[src/rtl/tbd_pkg.sv]
package tbd_pkg;
  // Dispatcher control state; outputs are decoded from it
  typedef enum logic [1:0] {
    ST_IDLE = 2'd0,
    ST_RUN  = 2'd1,
    ST_DONE = 2'd2,
    ST_ERR  = 2'd3
  } tbd_state_e;
endpackage

[src/rtl/tbd_core_ledger.sv]
// Occupancy ledger of one core: threads, block slots and scratchpad in use.
module tbd_core_ledger #(
  parameter int MAX_THREADS   = 1536,
  parameter int MAX_SLOTS     = 16,
  parameter int SCRATCH_BYTES = 49152,
  parameter int TH_W          = 11,
  parameter int SC_W          = 16,
  parameter int SL_W          = 5
) (
  input  logic            clk,
  input  logic            rst,
  input  logic            alloc,
  input  logic            release_i,
  input  logic [TH_W-1:0] blk_thr,
  input  logic [SC_W-1:0] blk_scr,
  output logic            fits,
  output logic            occupied
);
  logic [TH_W-1:0] thr_q;
  logic [SC_W-1:0] scr_q;
  logic [SL_W-1:0] slot_q;

  logic [TH_W:0] thr_sum;
  logic [SC_W:0] scr_sum;

  assign thr_sum  = {1'b0, thr_q} + {1'b0, blk_thr};
  assign scr_sum  = {1'b0, scr_q} + {1'b0, blk_scr};
  assign occupied = (slot_q != '0);

  // Admission needs a free slot, thread room and scratchpad room together
  assign fits = (slot_q < SL_W'(MAX_SLOTS)) &&
                (thr_sum <= (TH_W+1)'(MAX_THREADS)) &&
                (scr_sum <= (SC_W+1)'(SCRATCH_BYTES));

  always_ff @(posedge clk) begin
    if (rst) begin
      thr_q  <= '0;
      scr_q  <= '0;
      slot_q <= '0;
    end else begin
      unique case ({alloc, release_i})
        2'b10: begin
          thr_q  <= thr_q + blk_thr;
          scr_q  <= scr_q + blk_scr;
          slot_q <= slot_q + 1'b1;
        end
        2'b01: begin
          thr_q  <= thr_q - blk_thr;
          scr_q  <= scr_q - blk_scr;
          slot_q <= slot_q - 1'b1;
        end
        default: ;
      endcase
    end
  end
endmodule

[src/rtl/tbd_lowest_pick.sv]
// Grants the lowest-indexed requester.
module tbd_lowest_pick #(
  parameter int N = 15
) (
  input  logic [N-1:0] req,
  output logic [N-1:0] grant
);
  logic [N-1:0] seen;

  assign seen[0] = 1'b0;
  for (genvar i = 0; i < N; i++) begin : g_pick
    assign grant[i] = req[i] & ~seen[i];
    if (i < N-1) begin : g_chain
      assign seen[i+1] = seen[i] | req[i];
    end
  end
endmodule

[src/rtl/tbd_dispatcher.sv]
module tbd_dispatcher
  import tbd_pkg::*;
#(
  parameter int NUM_CORES     = 15,
  parameter int MAX_THREADS   = 1536,
  parameter int MAX_SLOTS     = 16,
  parameter int SCRATCH_BYTES = 49152,
  parameter int BLK_W         = 16,
  localparam int TH_W  = $clog2(MAX_THREADS + 1),
  localparam int SC_W  = $clog2(SCRATCH_BYTES + 1),
  localparam int LT_W  = TH_W + 1,
  localparam int LS_W  = SC_W + 1,
  localparam int SL_W  = $clog2(MAX_SLOTS + 1),
  localparam int OUT_W = $clog2(NUM_CORES * MAX_SLOTS + 1)
) (
  input  logic                 clk,
  input  logic                 rst,
  input  logic                 launch_valid,
  output logic                 launch_ready,
  input  logic [BLK_W-1:0]     launch_blocks,
  input  logic [LT_W-1:0]      launch_threads,
  input  logic [LS_W-1:0]      launch_scratch,
  output logic [NUM_CORES-1:0] disp_valid,
  input  logic [NUM_CORES-1:0] disp_ready,
  output logic [BLK_W-1:0]     disp_block,
  input  logic [NUM_CORES-1:0] cmpl_valid,
  output logic                 grid_done,
  output logic                 launch_err
);
  tbd_state_e           state_q;
  logic [BLK_W-1:0]     blocks_q;
  logic [BLK_W-1:0]     next_q;
  logic [TH_W-1:0]      thr_q;
  logic [SC_W-1:0]      scr_q;
  logic [NUM_CORES-1:0] offer_q;
  logic [BLK_W-1:0]     offer_id_q;
  logic [OUT_W-1:0]     outst_q;

  logic [NUM_CORES-1:0] fit_vec, occ_vec, grant_vec, alloc_vec, rel_vec;
  logic [OUT_W-1:0]     rel_cnt;
  logic launch_fire, launch_bad, accepted, want, new_offer, finished;

  assign launch_ready = (state_q != ST_RUN);
  assign grid_done    = (state_q == ST_DONE);
  assign launch_err   = (state_q == ST_ERR);
  assign disp_valid   = offer_q;
  assign disp_block   = offer_id_q;

  assign launch_fire = launch_valid && (state_q != ST_RUN);
  assign launch_bad  = (launch_threads == '0) ||
                       (launch_threads > LT_W'(MAX_THREADS)) ||
                       (launch_scratch > LS_W'(SCRATCH_BYTES));

  assign accepted  = |(offer_q & disp_ready);
  assign want      = (state_q == ST_RUN) && (next_q != blocks_q) &&
                     ((offer_q == '0) || accepted);
  assign new_offer = want && (|fit_vec);
  assign alloc_vec = new_offer ? grant_vec : '0;
  assign rel_vec   = cmpl_valid & occ_vec;
  assign finished  = (state_q == ST_RUN) && (next_q == blocks_q) &&
                     (outst_q == '0) && (offer_q == '0);

  always_comb begin
    rel_cnt = '0;
    for (int i = 0; i < NUM_CORES; i++) rel_cnt = rel_cnt + OUT_W'(rel_vec[i]);
  end

  for (genvar c = 0; c < NUM_CORES; c++) begin : g_core
    tbd_core_ledger #(
      .MAX_THREADS  (MAX_THREADS),
      .MAX_SLOTS    (MAX_SLOTS),
      .SCRATCH_BYTES(SCRATCH_BYTES),
      .TH_W         (TH_W),
      .SC_W         (SC_W),
      .SL_W         (SL_W)
    ) u_ledger (
      .clk      (clk),
      .rst      (rst),
      .alloc    (alloc_vec[c]),
      .release_i(rel_vec[c]),
      .blk_thr  (thr_q),
      .blk_scr  (scr_q),
      .fits     (fit_vec[c]),
      .occupied (occ_vec[c])
    );
  end

  tbd_lowest_pick #(.N(NUM_CORES)) u_pick (
    .req  (fit_vec),
    .grant(grant_vec)
  );

  always_ff @(posedge clk) begin
    if (rst) begin
      state_q    <= ST_IDLE;
      blocks_q   <= '0;
      next_q     <= '0;
      thr_q      <= '0;
      scr_q      <= '0;
      offer_q    <= '0;
      offer_id_q <= '0;
      outst_q    <= '0;
    end else begin
      outst_q <= outst_q + OUT_W'(new_offer) - rel_cnt;
      if (launch_fire) begin
        if (launch_bad) begin
          state_q <= ST_ERR;
        end else begin
          state_q  <= ST_RUN;
          blocks_q <= launch_blocks;
          next_q   <= '0;
          thr_q    <= launch_threads[TH_W-1:0];
          scr_q    <= launch_scratch[SC_W-1:0];
        end
      end else if (finished) begin
        state_q <= ST_DONE;
      end
      if (new_offer) begin
        offer_q    <= grant_vec;
        offer_id_q <= next_q;
        next_q     <= next_q + 1'b1;
      end else if (accepted) begin
        offer_q <= '0;
      end
    end
  end
endmodule

[config.mk]
export PLATFORM = sky130hd
export DESIGN_NAME = tbd_dispatcher
export DESIGN_NICKNAME = d
export VERILOG_FILES = /design/src/rtl/tbd_pkg.sv /design/src/rtl/tbd_core_ledger.sv /design/src/rtl/tbd_lowest_pick.sv /design/src/rtl/tbd_dispatcher.sv
export SDC_FILE = /design/constraint.sdc
export NUM_CORES = 2
export LEC_CHECK = 0
export BUFFER_PORTS_ARGS = -buffer_cell sky130_fd_sc_hd__buf_2
export CORE_MARGIN = 2
export CORE_UTILIZATION = 40
export CTS_CLUSTER_DIAMETER = 40
export DETAILED_ROUTE_END_ITERATION = 7
export HOLD_SLACK_MARGIN = 0.02
export PLACE_DENSITY = 0.61
export RECOVER_POWER = 25
export SLEW_MARGIN = 20
export SYNTH_ARGS = -nofsm -noshare
export SYNTH_HDL_FRONTEND = slang
export SYNTH_SLANG_ARGS = --single-unit
export TNS_END_PERCENT = 50
[constraint.sdc]
create_clock -name clk -period 9 [get_ports clk]
set_input_delay 0 -clock clk [delete_from_list [all_inputs] [get_ports clk]]
set_output_delay 0 -clock clk [all_outputs]
set_load 0.05 [all_outputs]
==> flow_summary.yaml <==
grt:
  antenna_found_initial: 9
  track_usage: 0.2584
  grt_pass1_vias: 56610
  grt_pass1_wl_um: 322000
  grt-busiest-layer: "met2"
  use_met2: 0.4164
  met3_usage: 0.04500
  grt_use_met1: 0.3369
  grt_overflow_total: 0
  grt_start_max_net_pins: 88
placement:
  dp_hpwl_um: 152700
  portBuffers: 111
  dp_cells: 10230
  place_congestion: 0.9566
yosys:
  netlist_instances: 8209
  synth.ff_latch_count: 580
  yosys_most_used_dff: "dfxtp_1"
  ys_seq_area_frac: 0.1860
  synth_cell_type_count: 89
  synth_edf_count: 0
  synth_nets: 9241
  syn-cell-area_mm2: 0.06244
  synth-async-reset-ratio: 0
  synth_area_per_cell_um2: 7.606
  synth_warnings: 0
sta:
  grt_setup_unrepaired: "no"
  setup_violations: 0
  relSlewSlack: -1.444
  fin_crit_sh: 0.9538
  fmax_ghz: 0.1165
  slew_violations: 220
  tightest_slew_ps: 3666
  fin_worst_skew_ps: 34.97
  min_period_ps: 8585
  hold_violations: 0
  finalSetupTns_ps: 0
min_path:
  hold_class: "in -> reg"
floorplan:
  fp-row-count: 144
  ios: 112
  core_mm2: 0.1546
  die_height_um: 399.1
  dieWidth_um: 399.1
  dieArea_mm2: 0.1593
  initial_core_util: 0.4039
run_status:
  violations: "max-capacitance violations, max-slew violations"
  outcome: "finished with violations"
drt:
  initialDrtViolationCount: 4439
  route.detailed.drc: 0
  viasPerCell: 5.667
  routed-via-count: 60000
  avgRoutedWirePerCell_um: 19.90
  detail-route-antenna-nets: 0
  wl_um: 210700
  first_pass_iters: 5
power_and_ir_drop:
  peakVddDrop_mv: 0.1689
  swShare: 0.3439
  cellLeakagePower_uw: 0.03186
  internal-power_uw: 7648
  comb_power_share: 0.314
  seq_power_share: 0.235
  power.density_mw_per_mm2: 162.3
  power.switching_uw: 4009
  clockPowerShare: 0.451
clocking:
  clkLatencyLatePin_ps: 790
  clockBufferDepth: 3
  clk_pin_slew_ps: 50
  cts_max_level: 4
  root_buffer: "clkbuf_16"
  cts_buffers: 142
  tritoncts: "built"
  cts_num_sinks: 580
setup_path:
  cp_max_fo: 18
  crit_arrival_ps: 9210
  cp_slowest_cell: "dfxtp_2"
  critPathRequiredTime_ps: 9630
  slowest_delay_ps: 900
  worst_setup_path_end_kind: "flop"
  crit_path_start_kind: "flop"
  crit_type: "reg -> reg"
  crit_top_cell: "a21oi_1"
final_layout:
  multi_input_area_mm2: 0.04811
  layout.cells.non_filler: 10590
  synthToLayoutAreaGrowth_pct: 15.05
  register_area_mm2: 0.01166
  final_core_util: 0.4647
  fillCellCount: 14980
  fin_nets: 9455
  drive_gt1_frac: 0.07563
job:
  cap_violations: 4
## timing repair
item | CTS | global route
endpoints found under the setup margin | 0 | 30
hold buffers | 92 | 0
setup buffers | 0 | 2
endpoints found under the hold margin | 129 | 0
resized for setup | 0 | 20
## registers in the layout, indices dropped and copies added (netlist names)
name,flops
blocks_q,16
disp_block,16
disp_valid,15
g_core.u_ledger.scr_q,240
g_core.u_ledger.slot_q,75
g_core.u_ledger.thr_q,165
next_q,16
outst_q,8
scr_q,16
state_q,2
thr_q,11
## cell usage in the layout, fill, tap and decap left out, types with 30 or more instances in the layout
cell type,count
o21ai_0,389
a21boi_0,60
buf_4,175
o21a_1,80
o31a_1,57
dlygate4sd3_1,92
or4_1,38
fa_1,88
clkbuf_1,59
clkbuf_16,144
o211ai_1,40
nor3_1,115
inv_1,439
a211oi_1,44
a2111oi_0,35
or3_1,69
nor4_1,62
nand4_1,39
ha_1,859
o21bai_1,96
nand3_1,104
a21o_1,169
nand2_1,344
nor2b_1,133
a31oi_1,73
o41ai_1,30
a21oi_1,830
xnor2_1,610
dfxtp_1,553
nor2_1,1483
buf_2,77
mux2i_1,161
nand2b_1,83
and3_1,59
xor2_1,266
## cells by family (layout without fill, tap and decap cells)
family / after synthesis / count (layout) / synth area share
fa+ha+maj: 954 / 954 / 0.2017
other cells: 0 / 2 / 0
buf+inv: 768 / 1101 / 0.04647
mux: 169 / 169 / 0.02723
flops: 580 / 580 / 0.1860
xor+xnor: 876 / 876 / 0.1229
compound gates: 2146 / 2146 / 0.2148
simple gates: 2716 / 2716 / 0.2010
## final cells by class
class,count,area share
Multi-Input combinational cell,6861,0.6696
Sequential cell,580,0.1623
Clock buffer,185,0.05551
Timing Repair Buffer,397,0.04189
Tap cell,2044,0.03560
Inverter,441,0.02309
Clock inverter,78,0.01195
Antenna cell,2,0.00006966
## metal layers
layer / up-vias / routed length (um)
li1: 29460 / -
met1: 28460 / 94950
met2: 1686 / 92720
met3: 397 / 13570
met4: 4 / 9460
met5: - / 29
## power groups by stage
stage	clock, uW	combinational, uW	sequential (uW)
after floorplan	0	2730	2750
after global placement	0	3490	2780
after detailed placement	0	3550	2780
after CTS	5340	3610	2730
after global routing	5470	4050	2740
final	5260	3660	2730
## worst max-delay path: cells and delay by family, from the launching register on
kind / cells / cell delay [ps]
XOR/XNOR: 2 / 310
AND/OR/NAND/NOR: 9 / 2030
adder cells (fa/ha/maj): 3 / 1190
AO/OA/AOI/OAI: 14 / 3360
multiplexers: 2 / 360
flip-flops: 1 / 900
buffers and inverters: 1 / 260
## metrics by stage
step / power [uW] / setup slack (ps) / cell area, um2 / hold slack (ps)
4_1_cts: 11690 / 348.0 / 71840 / 22.15
5_1_grt: 12260 / 35.30 / 71840 / 66.13
3_5_place_dp: 6333 / 455.8 / 66070 / 245.9
6_report: 11660 / 415.5 / 71840 / 85.68
2_1_floorplan: 5486 / 351.6 / 62440 / 147.4
3_3_place_gp: 6273 / 512.0 / 66070 / 239.8
## worst paths after layout
path                                                          startpoint                                         to  slack, ps  cells past startpoint
worst max-delay path                               scr_q[5]$_SDFFE_PP0P_  g_core[9].u_ledger.scr_q[14]$_SDFFE_PP0P_        420                     31
worst min-delay path                                   launch_threads[3]                      thr_q[3]$_SDFFE_PP0P_         90                      4
worst max register to register                     scr_q[5]$_SDFFE_PP0P_  g_core[9].u_ledger.scr_q[14]$_SDFFE_PP0P_        420                     31
worst min register to register  g_core[8].u_ledger.scr_q[7]$_SDFFE_PP0P_   g_core[8].u_ledger.scr_q[7]$_SDFFE_PP0P_        490                      2
## cell usage after synthesis, types with 21 or more instances
library cell | number | area, um2
o21a_1 | 80 | 600.6
nand2b_1 | 83 | 519.3
or3_1 | 69 | 431.7
a2111oi_0 | 36 | 315.3
and3_1 | 59 | 369.1
nor3_1 | 118 | 590.6
a21boi_0 | 61 | 457.9
inv_1 | 440 | 1652
o2111ai_1 | 27 | 236.5
xor2_1 | 266 | 2330
o31a_1 | 57 | 499.2
nand3_1 | 104 | 520.5
buf_1 | 49 | 183.9
or2_2 | 23 | 143.9
mux2i_1 | 162 | 1622
xnor2_1 | 610 | 5343
nor2_1 | 1485 | 5574
o211ai_1 | 40 | 300.3
fa_1 | 88 | 1762
dfxtp_1 | 580 | 11610
nor4_1 | 62 | 387.9
nand2_1 | 344 | 1291
nand4_1 | 39 | 244.0
nor2b_1 | 133 | 832.1
a21oi_1 | 833 | 4169
a21o_1 | 169 | 1269
nand3b_1 | 29 | 217.7
or4_1 | 38 | 285.3
a31oi_1 | 73 | 456.7
a211oi_1 | 44 | 330.3
clkbuf_1 | 267 | 1002
o31ai_1 | 21 | 157.7
o21ai_0 | 389 | 1947
nor3b_1 | 28 | 210.2
o21bai_1 | 96 | 720.7
ha_1 | 866 | 10840
o41ai_1 | 35 | 306.5
Power figures use the tool's default switching activity.
